[config.mk]
export PLATFORM = sky130hd
export DESIGN_NAME = contention_waitgen
export DESIGN_NICKNAME = d
export VERILOG_FILES = /design/src/rtl/cwg_pkg.sv /design/src/rtl/cwg_tstate_counter.sv /design/src/rtl/cwg_beam_tracker.sv /design/src/rtl/cwg_stall_ctrl.sv /design/src/rtl/contention_waitgen.sv
export SDC_FILE = /design/constraint.sdc
export NUM_CORES = 1
export LEC_CHECK = 0
export BUFFER_PORTS_ARGS = -buffer_cell sky130_fd_sc_hd__buf_2
export CORE_AREA = 3 3 88 73
export DETAILED_ROUTE_END_ITERATION = 6
export DIE_AREA = 0 0 91 76
export GPL_ROUTABILITY_DRIVEN = 0
export PLACE_DENSITY = 0.61
export SETUP_SLACK_MARGIN = 0.02
export SYNTH_ARGS = -nofsm -noshare
export SYNTH_HDL_FRONTEND = slang
export SYNTH_SLANG_ARGS = --single-unit
export TNS_END_PERCENT = 30
[constraint.sdc]
create_clock -name clk -period 3.3 [get_ports clk]
set_input_delay 0.165 -clock clk [delete_from_list [all_inputs] [get_ports clk]]
set_output_delay 0.165 -clock clk [all_outputs]
set_load 0.02 [all_outputs]
[src/rtl/cwg_pkg.sv]
package cwg_pkg;

    typedef logic [2:0] delay_t;

    // Delay for a column whose position within its 8-t-state group is k.
    function automatic delay_t slot_delay(input logic [2:0] k);
        return (k < 3'd6) ? delay_t'(3'd6 - k) : 3'd0;
    endfunction

endpackage

[src/rtl/cwg_tstate_counter.sv]
module cwg_tstate_counter #(
    parameter int FRAME_LEN = 69888,
    parameter int CNT_W     = $clog2(FRAME_LEN)
) (
    input  logic             clk,
    input  logic             rst_n,
    input  logic             irq_i,
    output logic [CNT_W-1:0] pos_o
);

    typedef struct packed {
        logic [CNT_W-1:0] cnt;
    } cnt_state_t;

    cnt_state_t s_d, s_q;

    always_comb begin
        pos_o = irq_i ? '0 : s_q.cnt;
        s_d   = s_q;
        if (pos_o == CNT_W'(FRAME_LEN - 1))
            s_d.cnt = '0;
        else
            s_d.cnt = pos_o + 1'b1;
    end

    always_ff @(posedge clk or negedge rst_n) begin
        if (!rst_n) s_q <= '0;
        else        s_q <= s_d;
    end


    cnt_range_chk: assert property (@(posedge clk) disable iff (!rst_n)
        {1'b0, s_q.cnt} < (CNT_W+1)'(FRAME_LEN));


    irq_resync_chk: assert property (@(posedge clk) disable iff (!rst_n)
        irq_i |=> (s_q.cnt == CNT_W'(1)));


    frame_wrap_chk: assert property (@(posedge clk) disable iff (!rst_n)
        (!irq_i && s_q.cnt == CNT_W'(FRAME_LEN - 1)) |=> (s_q.cnt == '0));

endmodule

[src/rtl/cwg_beam_tracker.sv]
module cwg_beam_tracker
    import cwg_pkg::*;
#(
    parameter int CNT_W        = 17,
    parameter int FIRST_POS    = 14335,
    parameter int LINE_LEN     = 224,
    parameter int FETCH_LEN    = 128,
    parameter int ACTIVE_LINES = 192
) (
    input  logic             clk,
    input  logic             rst_n,
    input  logic             irq_i,
    input  logic [CNT_W-1:0] pos_i,
    input  logic             late_i,
    output delay_t           raw_delay_o
);

    localparam int COL_W  = $clog2(LINE_LEN);
    localparam int LINE_W = $clog2(ACTIVE_LINES) + 1;

    typedef struct packed {
        logic              active;
        logic [COL_W-1:0]  col;
        logic [LINE_W-1:0] line;
    } beam_state_t;

    beam_state_t s_d, s_q;

    logic [CNT_W-1:0]  first;
    logic              start, act, col_end, last_line;
    logic [COL_W-1:0]  col_c;
    logic [LINE_W-1:0] line_c;

    always_comb begin
        first     = CNT_W'(FIRST_POS) + CNT_W'(late_i);
        start     = !irq_i && (pos_i == first);
        act       = !irq_i && (s_q.active || start);
        col_c     = start ? '0 : s_q.col;
        line_c    = start ? '0 : s_q.line;
        col_end   = (col_c == COL_W'(LINE_LEN - 1));
        last_line = (line_c == LINE_W'(ACTIVE_LINES - 1));

        s_d = '0;
        if (act) begin
            s_d.col    = col_end ? '0 : col_c + 1'b1;
            s_d.line   = col_end ? line_c + 1'b1 : line_c;
            s_d.active = !(col_end && last_line);
        end

        if (act && (col_c < COL_W'(FETCH_LEN)))
            raw_delay_o = slot_delay(col_c[2:0]);
        else
            raw_delay_o = '0;
    end

    always_ff @(posedge clk or negedge rst_n) begin
        if (!rst_n) s_q <= '0;
        else        s_q <= s_d;
    end


    window_start_chk: assert property (@(posedge clk) disable iff (!rst_n)
        $rose(s_q.active) |-> ($past(pos_i) == $past(first)));


    window_clear_chk: assert property (@(posedge clk) disable iff (!rst_n)
        irq_i |=> !s_q.active);


    col_range_chk: assert property (@(posedge clk) disable iff (!rst_n)
        s_q.col < COL_W'(LINE_LEN));

endmodule

[src/rtl/cwg_stall_ctrl.sv]
module cwg_stall_ctrl
    import cwg_pkg::*;
#(
    parameter int ADDR_W   = 16,
    parameter int WIN_BASE = 'h4000,
    parameter int WIN_SIZE = 'h4000
) (
    input  logic              clk,
    input  logic              rst_n,
    input  logic              mreq_i,
    input  logic [ADDR_W-1:0] addr_i,
    input  delay_t            raw_delay_i,
    output logic              stall_o,
    output delay_t            delay_o
);

    localparam logic [ADDR_W:0] WIN_LO = (ADDR_W+1)'(WIN_BASE);
    localparam logic [ADDR_W:0] WIN_HI = (ADDR_W+1)'(WIN_BASE + WIN_SIZE);

    typedef struct packed {
        delay_t left;
    } stall_state_t;

    stall_state_t s_d, s_q;
    logic in_win, take;

    always_comb begin
        in_win  = ({1'b0, addr_i} >= WIN_LO) && ({1'b0, addr_i} < WIN_HI);
        stall_o = (s_q.left != '0);
        take    = mreq_i && in_win && !stall_o;
        delay_o = take ? raw_delay_i : '0;
        s_d     = s_q;
        if (stall_o) s_d.left = s_q.left - 1'b1;
        else         s_d.left = delay_o;
    end

    always_ff @(posedge clk or negedge rst_n) begin
        if (!rst_n) s_q <= '0;
        else        s_q <= s_d;
    end


    stall_start_chk: assert property (@(posedge clk) disable iff (!rst_n)
        (mreq_i && in_win && !stall_o && raw_delay_i != '0) |=> stall_o);


    no_zero_stall_chk: assert property (@(posedge clk) disable iff (!rst_n)
        (mreq_i && in_win && !stall_o && raw_delay_i == '0) |=> !stall_o);


    outside_window_chk: assert property (@(posedge clk) disable iff (!rst_n)
        (!stall_o && !(mreq_i && in_win)) |=> !stall_o);


    busy_quiet_chk: assert property (@(posedge clk) disable iff (!rst_n)
        stall_o |-> (delay_o == '0));

endmodule

[src/rtl/contention_waitgen.sv]
module contention_waitgen
    import cwg_pkg::*;
#(
    parameter int FRAME_LEN    = 69888,
    parameter int FIRST_POS    = 14335,
    parameter int LINE_LEN     = 224,
    parameter int FETCH_LEN    = 128,
    parameter int ACTIVE_LINES = 192,
    parameter int ADDR_W       = 16,
    parameter int WIN_BASE     = 'h4000,
    parameter int WIN_SIZE     = 'h4000
) (
    input  logic              clk,
    input  logic              rst_n,
    input  logic              frame_irq_i,
    input  logic              mreq_i,
    input  logic [ADDR_W-1:0] addr_i,
    input  logic              late_variant_i,
    output logic              stall_o,
    output logic [2:0]        delay_o
);

    localparam int CNT_W = $clog2(FRAME_LEN);

    logic [CNT_W-1:0] pos;
    delay_t           raw_delay;

    cwg_tstate_counter #(
        .FRAME_LEN (FRAME_LEN),
        .CNT_W     (CNT_W)
    ) u_counter (
        .clk   (clk),
        .rst_n (rst_n),
        .irq_i (frame_irq_i),
        .pos_o (pos)
    );

    cwg_beam_tracker #(
        .CNT_W        (CNT_W),
        .FIRST_POS    (FIRST_POS),
        .LINE_LEN     (LINE_LEN),
        .FETCH_LEN    (FETCH_LEN),
        .ACTIVE_LINES (ACTIVE_LINES)
    ) u_tracker (
        .clk         (clk),
        .rst_n       (rst_n),
        .irq_i       (frame_irq_i),
        .pos_i       (pos),
        .late_i      (late_variant_i),
        .raw_delay_o (raw_delay)
    );

    cwg_stall_ctrl #(
        .ADDR_W   (ADDR_W),
        .WIN_BASE (WIN_BASE),
        .WIN_SIZE (WIN_SIZE)
    ) u_stall (
        .clk         (clk),
        .rst_n       (rst_n),
        .mreq_i      (mreq_i),
        .addr_i      (addr_i),
        .raw_delay_i (raw_delay),
        .stall_o     (stall_o),
        .delay_o     (delay_o)
    );

endmodule

==> results.sh, run 1 <==
export IMPL_fin_skew_ns=0.00511
export IMPL_power_switching_w=0.000198
export IMPL_p_int_w=0.000659
export IMPL_period_minus_slack_ns=3.22
export IMPL_cp_max_fo=6
export IMPL_fin_tns_setup_ns=0
export IMPL_cp_top_family="simple AND/OR/NAND/NOR gates"
export IMPL_wl_um=4910
export IMPL_fmaxAchievable_mhz=311
export IMPL_r2r_slack_ns=0.36
export IMPL_antenna_found_initial=0
export IMPL_chipHeight_um=76
export IMPL_grtUsageMet3_pct=2.86
export IMPL_die_w_um=91
export IMPL_max_cap_violations=0
export IMPL_power_density_nw_per_um2=329
export IMPL_max_slew_margin_pct=44.0
export IMPL_syn_avg_cell_area_um2=9.33
export IMPL_synth_cells=237
export IMPL_slowest_stage="or4_4"
export IMPL_global_route_usage_total_pct=15.2
export IMPL_cp_required_ns=3.13
export IMPL_critical_path_depth=14
export IMPL_grt_first_pass_wirelength_um=8590
export IMPL_critical_path_class="reg -> out"
export IMPL_cts_tree="done"
export IMPL_start_kind="register"
export IMPL_rr_endpoint="u_tracker.s_q[4]"
export IMPL_vias=1787
export IMPL_portBuffers=10
export IMPL_worstMarginPinSlew_ns=0.840
export IMPL_yosys_warnings=0
export IMPL_grt_met1_usage_pct=23.0
export IMPL_async_flop_share_pct=100
export IMPL_area_growth_pct=17.8
export IMPL_grt_max_degree=39
export IMPL_critPathCaptureType="output port"
export IMPL_netlist_cell_type_count=45
export IMPL_synth_ff_type="dfrtp_1"
export IMPL_postPlaceCellArea_um2=2360
export IMPL_cpPeakStageDelay_ns=0.53
export IMPL_ant_nets=0
export IMPL_rows=24
export IMPL_path_cells="nand2_1 -> or4_4 -> a211o_4 -> and2_4 -> inv_2 -> ha_4 -> a21o_1 -> a21oi_2 -> buf_4 -> buf_4 -> and3_4 -> o21ai_4 -> o21ai_4 -> buf_6"
export IMPL_drive_above_1_share_pct=20.2
export IMPL_ys_ff_latch=38
export IMPL_ys_seq_area_share_pct=43.0
export IMPL_clk_latency_ns=0.29
export IMPL_overflow=0
export IMPL_final_cell_mix="36 x dfrtp_1, 25 x nor2_1, 24 x nand3_1"
export IMPL_crit_arrival_ns=3.05
export IMPL_finalCritPeriodShare_pct=97.5
export IMPL_syn_nets=264
export IMPL_dieArea_um2=6920
export IMPL_switching_share_pct=23.1
export IMPL_num_fill_cells=544
export IMPL_ys_top_cells_by_area="dfrtp_1 43%, nand3_1 5.4%, xor2_1 4.4%"
export IMPL_finalHoldViolations=38
export IMPL_seqCellArea_um2=953
export IMPL_multiInputGateArea_um2=1280
export IMPL_place_hpwl_um=3330
export IMPL_yosysTopAreaCell="dfrtp_1"
export IMPL_initial_utilization_pct=40.0
export IMPL_leakage_nw=1.07
export IMPL_post_drt_wl_per_cell_um=14.4
export IMPL_cts_buffer_depth=2
export IMPL_rsz0062_at_grt="yes"
export IMPL_synth_edf_count=0
export IMPL_cts_root_buffer="clkbuf_8"
export IMPL_comb_power_share_pct=5.6
export IMPL_pwr_share_seq_pct=55.4
export IMPL_synth_area_um2=2210
export IMPL_path_buf_inv=4
export IMPL_synth_top_cell_area_share_pct=43.0
export IMPL_dr_pass1_iters=5
export IMPL_grt_busiest_layer="met1"
export IMPL_htreeDepth=2
export IMPL_cts_made_buffers=5
export IMPL_ios=25
export IMPL_drc=0
export IMPL_grt_pass1_vias=1753
export IMPL_peakVddDrop_mv=0.123
export IMPL_core_um2=5530
export IMPL_violations="negative hold slack"
export IMPL_cts_sink_count=38
export IMPL_clkTransAtPathRegs_ns=0.07
export IMPL_final_nets=288
export IMPL_clkPwrFrac_pct=38.9
export IMPL_layout_commonest_cell="dfrtp_1"
export IMPL_drv_slew=0
export IMPL_status="finished, violations left"
export IMPL_drt_initial_drc_count=110
export IMPL_setup_violations=0
export IMPL_rr_worst_depth=11
export IMPL_grtUsageMet2_pct=21.3
export IMPL_whs_ns=-0.0253
export IMPL_diodes=0
export IMPL_hold_path_class="in -> async"
export IMPL_r2r_start="u_counter.s_q[9]"
export IMPL_via_per_inst=5.26
export IMPL_fin_area_um2=2610
[power by group through the flow]
stage	Clock, W	Sequential (W)	Combinational [W]
2_1_floorplan	0	0.000485	0.0000183
3_3_place_gp	0	0.000487	0.0000369
3_5_place_dp	0	0.000487	0.0000363
4_1_cts	0.000351	0.000474	0.0000478
5_1_grt	0.000371	0.000475	0.0000541
6_report	0.000334	0.000475	0.0000482
[area by class of cell]
| class | instances | area share [%] |
|---|---|---|
| Tap cell | 78 | 3.75 |
| Clock buffer | 7 | 3.31 |
| Timing Repair Buffer | 23 | 6.15 |
| Multi-Input combinational cell | 186 | 49.0 |
| Clock inverter | 1 | 0.192 |
| Sequential cell | 38 | 36.6 |
| Inverter | 7 | 1.01 |
[timing repair]
action,4_1_cts,5_1_grt
buffers inserted,8,0
resized for setup,6,16
cloned,0,0
pin swaps,8,10
hold endpoints to repair,0,0
hold buffers,0,0
setup endpoints to repair,2,3
[sequential cells by signal, indices dropped and copies added, names as in the netlist]
register	count
u_counter.s_q	17
u_stall.s_q	3
u_tracker.s_q	18
[worst max-delay path by stage]
stage	endpoint	start	slack [ns]
floorplan	delay_o[2]	u_counter.s_q[2]	0.09
global placement	delay_o[2]	u_counter.s_q[2]	0.18
detailed placement	delay_o[2]	u_counter.s_q[2]	0.13
CTS	delay_o[2]	u_counter.s_q[0]	0.02
global route	delay_o[2]	u_counter.s_q[3]	-0.08
finish	delay_o[2]	u_counter.s_q[0]	0.08
[cell families after synthesis]
family / after synthesis / synth area share, %
AO/OA/AOI/OAI: 30 / 9.96
XOR/XNOR: 18 / 7.13
adder cells (fa/ha/maj): 6 / 3.40
buffers and inverters: 13 / 2.60
flip-flops: 38 / 43.0
multiplexers: 3 / 1.36
AND/OR/NAND/NOR: 129 / 32.5
[per-layer routing]
metal  vias to the layer above  share of wire, %  routed length (um)
met1                       860                52                2570
met3                         8               2.9                 143
met5                         -                 0                   0
met4                         0               1.7                  81
met2                        24                43                2110
li1                        895                 -                   -
[cell usage after synthesis, types with 4 or more instances]
master and number:
xnor2_1 7, nand3_1 24, clkbuf_1 4, xor2_1 11, nor3_1 6, or3_1 8
dfrtp_1 38, nand4_1 9, nand2_1 14, a21oi_1 10, and2_1 7, nor2_1 25
and3b_1 4, and3_1 5, nor2b_1 7, inv_1 7, ha_1 6, o21ai_0 5
[stage by stage]
step | setup WS (ns) | total power (W) | util [%] | hold WS (ns) | std cells
after global placement | 0.177 | 0.000524 | 42.8 | 0.340 | 324
final | 0.0811 | 0.000857 | 47.1 | -0.0253 | 340
after CTS | 0.0228 | 0.000873 | 45.9 | 0.00356 | 340
after global routing | -0.0811 | 0.000901 | 47.1 | 0.0429 | 340
after floorplan | 0.0930 | 0.000503 | - | -0.131 | 237
after detailed placement | 0.132 | 0.000523 | 42.8 | 0.330 | 324
Note: power is estimated with default switching activity, not from simulation.
==> inputs of run 2 (changes only) <==
==> constraint.sdc (replaced) <==
create_clock -name clk -period 3.5 [get_ports clk]
set_input_delay 0.175 -clock clk [delete_from_list [all_inputs] [get_ports clk]]
set_output_delay 0.175 -clock clk [all_outputs]
set_load 0.02 [all_outputs]
==> run 2 against run 1 <==
- global-route usage down 0.77 points
- via count up 0.50%
- clock-buffer cell count decreased by 1
- highest routed layer unchanged
- hold slack better by 0.015 ns
- the flow still finishes with violations (negative hold slack)
- combinational power fell by 21%
==> results.sh, run 2 (synthesis results as in run 1) <==
export IMPL_status="finished, violations left"
export IMPL_violations="negative hold slack"
export IMPL_rr_worst_depth=11
export IMPL_cp_required_ns=3.32
export IMPL_cts_root_buffer="clkbuf_8"
export IMPL_critPathCaptureType="output port"
export IMPL_hold_buffers=0
export IMPL_peakVddDrop_mv=0.133
export IMPL_global_route_usage_total_pct=14.5
export IMPL_cts_sink_count=38
export IMPL_chipHeight_um=76
export IMPL_ios=25
export IMPL_overflow=0
export IMPL_grt_pass1_vias=1676
export IMPL_post_drt_wl_per_cell_um=14.7
export IMPL_largest_register="u_tracker.s_q"
export IMPL_cts_buffer_depth=2
export IMPL_crit_arrival_ns=3.17
export IMPL_final_cell_mix="37 x dfrtp_1, 25 x nor2_1, 24 x nand3_1"
export IMPL_area_growth_pct=13.5
export IMPL_diodes=0
export IMPL_htreeDepth=2
export IMPL_period_minus_slack_ns=3.34
export IMPL_vias=1796
export IMPL_clk_latency_ns=0.30
export IMPL_rsz0062_at_grt="no"
export IMPL_drv_slew=0
export IMPL_largest_reg_flops=18
export IMPL_cp_max_fo=6
export IMPL_r2r_start="u_counter.s_q[9]"
export IMPL_drive_above_1_share_pct=16.4
export IMPL_die_w_um=91
export IMPL_whs_ns=-0.0103
export IMPL_max_cap_violations=0
export IMPL_worstMarginPinSlew_ns=0.850
export IMPL_fmaxAchievable_mhz=299
export IMPL_wl_um=4900
export IMPL_worstSetupEndpoint="delay_o[2]"
export IMPL_fin_skew_ns=0.0128
export IMPL_portBuffers=10
export IMPL_cts_made_buffers=5
export IMPL_place_hpwl_um=3420
export IMPL_power_density_nw_per_um2=323
export IMPL_max_slew_margin_pct=43.4
export IMPL_cts_tree="done"
export IMPL_dr_pass1_iters=4
export IMPL_initial_utilization_pct=40.0
export IMPL_num_fill_cells=556
export IMPL_finalHoldViolations=28
export IMPL_grt_max_degree=39
export IMPL_via_per_inst=5.38
export IMPL_core_um2=5530
export IMPL_clkTransAtPathRegs_ns=0.08
export IMPL_crit_path_start="u_counter.s_q[7]"
export IMPL_r2r_slack_ns=0.42
export IMPL_rows=24
export IMPL_antenna_found_initial=0
export IMPL_rr_endpoint="u_tracker.s_q[4]"
export IMPL_finalCritPeriodShare_pct=95.5
export IMPL_ant_nets=0
export IMPL_critical_path_class="reg -> out"
export IMPL_layout_commonest_cell="dfrtp_1"
export IMPL_final_nets=282
export IMPL_leakage_nw=1.03
export IMPL_fin_tns_setup_ns=0
export IMPL_start_kind="register"
export IMPL_largestRegisters="u_tracker.s_q x18, u_counter.s_q x17, u_stall.s_q x3"
export IMPL_drt_initial_drc_count=141
export IMPL_dieArea_um2=6920
export IMPL_setup_violations=0
export IMPL_hold_path_class="in -> async"
export IMPL_grt_first_pass_wirelength_um=8160
export IMPL_power_w=0.000809
export IMPL_drc=0
## run 2: changes by cell type in the layout (fill, tap and decap cells not counted), moves of 2 or more
cell,delta
buf_6,-2
and2_1,+2
and2_4,-2
o21ai_4,-2
buf_4,-5
## run 2: stage by stage
stage                     instance area, um^2  util (%)  instances  worst slack, ns  hold slack [ns]
final                                    2510      45.4        334            0.158          -0.0103
after global routing                     2510      45.4        334           0.0283           0.0728
after CTS                                2470      44.7        332           0.0459           0.0207
after detailed placement                 2360      42.8        324            0.240            0.338
after global placement                   2360      42.8        324            0.289            0.346
after floorplan                          2210         -        237            0.132           -0.121
## run 2: what timing repair did
item,in CTS,in global routing
resized for setup,2,8
pin swaps,0,2
buffers inserted,0,2
endpoints found under the setup margin,1,1
## run 2: power by group
part	switching, W	leakage [nW]	internal [W]	total (W)
clock network	0.000162	0.0472	0.000158	0.000321
logic	0.0000235	0.461	0.0000148	0.0000383
registers	0.00000668	0.525	0.000444	0.000450
total	0.000192	1.03	0.000617	0.000809
## run 2: metal layers
metal  vias up  global-route usage, %  part of all wire [%]
li1        879                      -                     -
met1       881                   21.8                    50
met2        31                   20.6                    44
met3         5                   3.16                   3.9
met4         0                   4.07                   1.1
met5         -                      0                     0
## run 2: worst max-delay path, cell delays in order (launching register included)
cell and delay, ns:
dfrtp_1 0.43, nand2b_1 0.08, or4_4 0.54, a211o_4 0.36, and2_1 0.17, ha_1 0.20
a21o_1 0.16, a21oi_2 0.15, nand2_1 0.12, or3_4 0.40, o21ai_2 0.12, buf_4 0.15
## run 2: layout make-up
cell class                      instances  area [um^2]  share of cell area, %
Multi-Input combinational cell        186         1230                   49.1
Sequential cell                        38          952                   38.0
Timing Repair Buffer                   17          105                   4.19
Tap cell                               78         97.6                   3.89
Clock buffer                            6         82.6                   3.29
Inverter                                7         26.3                   1.05
Clock inverter                          2         12.5                  0.499
## run 2: worst min-delay path by stage
stage / start / endpoint / slack (ns) / depth (start not counted)
after floorplan: rst_n / u_counter.s_q[0] / -0.12 / 0
after global placement: rst_n / u_tracker.s_q[2] / 0.35 / 1
after detailed placement: rst_n / u_tracker.s_q[1] / 0.34 / 1
after CTS: rst_n / u_counter.s_q[6] / 0.02 / 1
after global routing: rst_n / u_tracker.s_q[15] / 0.07 / 1
final: rst_n / u_tracker.s_q[15] / -0.01 / 1
